File: src/rtl/dma_bus_sequencer.sv
module dma_bus_sequencer #(
  parameter int NCH    = 8,
  parameter int WAIT_W = 4,
  parameter int DW     = 16,
  parameter int GAP_CH = 4,
  localparam int CW    = $clog2(NCH),
  localparam int HW    = DW / 2
) (
  input  logic              clk,
  input  logic              rst_n,
  input  logic              gnt_valid,
  input  logic [CW-1:0]     gnt_ch,
  input  logic              gnt_to_mem,
  input  logic [DW-1:0]     gnt_wdata,
  input  logic [NCH-1:0]    drq,
  input  logic              cfg_we,
  input  logic [NCH-1:0]    cfg_mmio,
  input  logic [WAIT_W-1:0] cfg_wait,
  input  logic [DW-1:0]     bus_rdata,
  output logic [NCH-1:0]    dack_n,
  output logic              ior_n,
  output logic              iow_n,
  output logic              memr_n,
  output logic              memw_n,
  output logic [1:0]        lane_oe,
  output logic [DW-1:0]     bus_wdata,
  output logic              rd_valid,
  output logic [DW-1:0]     rd_data,
  output logic              done
);

  typedef enum logic [2:0] {S_IDLE, S_WREQ, S_ARM, S_ACK, S_CMD, S_HOLD} st_t;

  st_t               st, st_d;
  logic [CW-1:0]     ch_q;
  logic              to_mem_q, mm_q, wide_q;
  logic [WAIT_W-1:0] wait_q, cnt, wait_r;
  logic [NCH-1:0]    mmio_r;
  logic [DW-1:0]     wdata_q;

  wire accept   = gnt_valid && (gnt_ch != CW'(GAP_CH));
  wire last_cmd = (cnt == wait_q - WAIT_W'(1));
  wire cmd_on   = (st_d == S_CMD);
  wire ack_on   = (st_d == S_ACK) || cmd_on;
  wire drive    = !to_mem_q && (ack_on || st_d == S_HOLD);

  always_comb begin
    st_d = st;
    case (st)
      S_IDLE: if (accept) st_d = S_WREQ;
      S_WREQ: if (drq[ch_q]) st_d = S_ARM;
      S_ARM:  st_d = drq[ch_q] ? S_ACK : S_IDLE;
      S_ACK:  st_d = S_CMD;
      S_CMD:  if (last_cmd) st_d = S_HOLD;
      S_HOLD: st_d = S_IDLE;
      default: st_d = S_IDLE;
    endcase
  end

  always_ff @(posedge clk or negedge rst_n) begin
    if (!rst_n) begin
      mmio_r <= '0;
      wait_r <= WAIT_W'(1);
    end else if (cfg_we) begin
      mmio_r <= cfg_mmio;
      wait_r <= cfg_wait;
    end
  end

  always_ff @(posedge clk or negedge rst_n) begin
    if (!rst_n) begin
      st       <= S_IDLE;
      ch_q     <= '0;
      to_mem_q <= 1'b0;
      mm_q     <= 1'b0;
      wide_q   <= 1'b0;
      wait_q   <= WAIT_W'(1);
      wdata_q  <= '0;
      cnt      <= '0;
    end else begin
      st <= st_d;
      if (st == S_IDLE && accept) begin
        ch_q     <= gnt_ch;
        to_mem_q <= gnt_to_mem;
        mm_q     <= mmio_r[gnt_ch];
        wide_q   <= gnt_ch > CW'(GAP_CH);
        wait_q   <= (wait_r == '0) ? WAIT_W'(1) : wait_r;
        wdata_q  <= gnt_wdata;
      end
      cnt <= (st == S_CMD && cmd_on) ? cnt + WAIT_W'(1) : '0;
    end
  end

  always_ff @(posedge clk or negedge rst_n) begin
    if (!rst_n) begin
      dack_n   <= '1;
      ior_n    <= 1'b1;
      iow_n    <= 1'b1;
      memr_n   <= 1'b1;
      memw_n   <= 1'b1;
      lane_oe  <= 2'b00;
      rd_valid <= 1'b0;
      rd_data  <= '0;
      done     <= 1'b0;
    end else begin
      dack_n   <= ack_on ? ~({{(NCH-1){1'b0}}, 1'b1} << ch_q) : '1;
      ior_n    <= !(cmd_on &&  to_mem_q && !mm_q);
      memr_n   <= !(cmd_on &&  to_mem_q &&  mm_q);
      iow_n    <= !(cmd_on && !to_mem_q && !mm_q);
      memw_n   <= !(cmd_on && !to_mem_q &&  mm_q);
      lane_oe  <= {drive && wide_q, drive};
      done     <= (st_d == S_HOLD);
      rd_valid <= (st == S_CMD) && (st_d == S_HOLD) && to_mem_q;
      if ((st == S_CMD) && (st_d == S_HOLD) && to_mem_q)
        rd_data <= wide_q ? bus_rdata : {{HW{1'b0}}, bus_rdata[HW-1:0]};
    end
  end

  assign bus_wdata = {lane_oe[1] ? wdata_q[DW-1:HW] : {HW{1'b0}},
                      lane_oe[0] ? wdata_q[HW-1:0]  : {HW{1'b0}}};

endmodule

File: config.mk
export PLATFORM = sky130hd
export DESIGN_NAME = dma_bus_sequencer
export DESIGN_NICKNAME = d
export VERILOG_FILES = /design/src/rtl/dma_bus_sequencer.sv
export SDC_FILE = /design/constraint.sdc
export NUM_CORES = 1
export LEC_CHECK = 0
export ABC_AREA = 1
export BUFFER_PORTS_ARGS = -buffer_cell sky130_fd_sc_hd__buf_4
export CAP_MARGIN = 25
export CORE_MARGIN = 1
export CORE_UTILIZATION = 25
export DETAILED_ROUTE_END_ITERATION = 7
export PLACE_DENSITY = 0.44
export SLEW_MARGIN = 40
export SYNTH_ARGS = -nofsm -noshare
export SYNTH_HDL_FRONTEND = slang
export SYNTH_SLANG_ARGS = --single-unit
File: constraint.sdc
create_clock -name clk -period 2.5 [get_ports clk]
set_input_delay 0.375 -clock clk [delete_from_list [all_inputs] [get_ports clk]]
set_output_delay 0.375 -clock clk [all_outputs]
set_load 0.1 [all_outputs]
==> results by group <==
Outcome
  • Outcome: complete, no violations

Clocking
  • Worst-path clk slew: 60 ps
  • Htree depth: 3
  • Root Driver: clkbuf_16
  • CTS tree: yes
  • Post-CTS setup buffer count: 0
  • Max Root-Sink Buffers: 2
  • Hold buffers post-CTS: 0
  • Total CTS buffers: 9
  • Worst skew pair latency: 330 ps
  • Total clock sinks: 77
  • Gates resized, CTS repair: 0

Setup path
  • Flop-to-flop setup slack: 500 ps
  • Critical path class: reg2reg
  • CP max FO: 19
  • Critical Path AT: 2250 ps
  • Worst Setup End Kind: flip-flop
  • Origin of the critical flop-to-flop path: wait_q[0]$_DFFE_PN1P_
  • Worst path required time: about 2800 ps
  • Startpoint Class: flip-flop
  • R2R cell count: 9
  • Worst r2r dst: cnt[1]$_DFF_PN0_

Global route
  • Total grt overflow: 0
  • Global-route wire length before repair: ~14,000 microns
  • Initial antenna violation count: 0
  • Pin count of the biggest net entering global routing: 50
  • Gr usage total: 12.60%
  • Vias in the first global route: 2,824

Finish
  • Layout net count: 560
  • Layout cells sized above 1: 33.40%
  • Area Overhead vs Synth: 37.60%
  • N_diodes: 0
  • Final instance area: 0.004735 sq mm

Floorplan
  • Die Wd: 119.3 microns
  • Full die area: approximately 0.014 sq mm
  • Io pins: 108
  • Initial core utilization: approximately a quarter
  • Site row count: between 40 and 50
  • Die height: between 100 and 150 microns
  • Core footprint: 0.01335 sq mm

Timing
  • Final Max Slew Viols: 0
  • Tcrit/Tclk final: 79.87%
  • Final setup skew: between 6 and 7 ps
  • Slew HR: between 50% and 60%
  • Final setup vio count: 0
  • Fin crit period: approximately 2000 ps
  • RSZ-0062 raised after global routing: false
  • Worst-Margin Slew: 690.6 ps
  • FMAX: 500.8 MHz
  • Final hold violations: 0
  • Setup TNS: 0 ps

Detailed routing
  • Total detailed-routing wirelength: 8339 microns
  • Via-per-instance ratio: between 4 and 5
  • Via count of the routed design: between 2,000 and 3,000
  • Number of routed nets with antenna violations: 0
  • Drt drc: 0
  • WL/cell: 12.28 microns
  • DRT iter0 DRCs: 130
  • First-pass iteration count of the detailed router: 4

Yosys
  • Top_reg_cell synth: dfrtp_1
  • Post-synth EDFFs: 0
  • Seq/Total Area, Yosys: 56.51%
  • Post-Syn Instances: 393
  • Post-synth ARST share: 100.0%
  • Mapped cell area: 0.003441 sq mm
  • #FFs+latches synth: 77
  • Synth warn: 0
  • Syn_nets: 455
  • Syn_area_per_cell: 8.755 sq um
  • Yosys cell types: 32

Run
  • Total of max-cap violations: 0

Hold path
  • Worst Hold Class: in2async

Power and ir drop
  • Total power: 0.006729 W
  • Leak: 2.464 nW
  • PD cells: 1421 mW/mm^2
  • VDD IR max: 0.5924 mV

Placement
  • DP HPWL: 6038 microns
  • RD Place Congestion: 0.7396
  • Count of input and output buffers: 107
  • Placement Cell Area: 0.004402 sq mm
==> stage by stage <==
step                      hold slack, ps  cells  setup WS (ps)  util, %
after floorplan                    79.41    393          270.3        -
after global placement             454.6    663          546.9    32.98
after detailed placement           459.4    663          497.7    32.98
after CTS                          101.6    679          484.3    35.47
after global routing               127.5    679          367.5    35.47
final                              74.02    679          503.2    35.47
==> how the worst max path moves through the flow <==
stage / from / end / slack [ps] / cells past startpoint
detailed placement: wait_q[0]$_DFFE_PN1P_ / cnt[1]$_DFF_PN0_ / 500 / 9
finish: wait_q[0]$_DFFE_PN1P_ / cnt[1]$_DFF_PN0_ / 500 / 9
global route: wait_q[0]$_DFFE_PN1P_ / rd_data[15]$_DFFE_PN0P_ / 370 / 8
floorplan: lane_oe[0]$_DFF_PN0_ / bus_wdata[0] / 270 / 3
global placement: wait_q[0]$_DFFE_PN1P_ / cnt[0]$_DFF_PN0_ / 550 / 9
CTS: wait_q[0]$_DFFE_PN1P_ / cnt[1]$_DFF_PN0_ / 480 / 9
==> power breakdown <==
part           leakage (nW)  internal, W  switching [W]
Combinational          1.37     0.000712        0.00254
Sequential            0.927      0.00171       0.000306
Clock                 0.163     0.000972       0.000490
Total                  2.46      0.00339        0.00334
==> placed cells by master, fill, tap and decap left out, drive strengths merged <==
| master | n |
|---|---|
| nand3 | 22 |
| nand4 | 4 |
| clkinv | 2 |
| o211ai | 1 |
| dfrtp | 63 |
| ha | 2 |
| nor3 | 5 |
| nor2 | 17 |
| clkbuf | 11 |
| a31oi | 1 |
| a21oi | 3 |
| buf | 109 |
| nand3b | 1 |
| inv | 50 |
| dfstp | 14 |
| nand2 | 147 |
| o21ai | 40 |
| mux2 | 5 |
| xnor2 | 2 |
| xor2 | 1 |
| bufinv | 3 |
==> routing by layer <==
metal	track usage (%)	wire length (microns)
met5	0	0
met2	20.17	3904
met4	5.156	144
met1	15.92	3800
met3	3.592	489
==> critical path: stages, from the launching register on <==
cell and delay (ps):
dfstp_2 540, inv_2 40, ha_1 290, xnor2_1 260, nor2_4 70, nand3_4 220
nand3_2 130, nor2_4 170, nand2_2 100, nor2_1 100
==> cell type report <==
| class | instances | area, sq um |
|---|---|---|
| inverters | 50 | 192.7 |
| repair buffers | 109 | 830.8 |
| clock inverters | 5 | 100.1 |
| well taps | 176 | 220.2 |
| clock buffers | 11 | 232.7 |
| fillers | 1392 | 8613 |
| multi-input cells | 251 | 1214 |
| flip-flops and latches | 77 | 1944 |
==> flip-flops by register name, indices dropped and copies added (netlist names), 2 cells and up <==
name,count
lane_oe,2
wait_r,4
cnt,4
wdata_q,16
mmio_r,8
dack_n,8
st,3
rd_data,16
ch_q,3
wait_q,4
==> logic make-up after synthesis <==
| kind of cell | Yosys count | share of synthesized area [%] |
|---|---|---|
| flops | 77 | 56.51 |
| buf+inv | 65 | 8.218 |
| compound gates | 45 | 6.655 |
| mux | 5 | 1.636 |
| fa+ha+maj | 2 | 0.7272 |
| simple gates | 196 | 25.49 |
| xor+xnor | 3 | 0.7638 |
==> cells in the mapped netlist, types with 4 or more instances <==
cell type | instances | share of area [%]
dfstp_2 | 14 | 11
dfrtp_1 | 63 | 46
inv_2 | 8 | 0.87
buf_2 | 6 | 0.87
nand4_1 | 4 | 0.73
nand3_1 | 18 | 2.6
nor2_1 | 11 | 1.2
nand2_1 | 142 | 15
o21ai_0 | 32 | 4.7
o21ai_1 | 8 | 1.2
clkbuf_1 | 5 | 0.55
inv_1 | 41 | 4.5
nand2_2 | 5 | 0.91
mux2_2 | 5 | 1.6
Note: power is estimated with default switching activity, not from simulation.
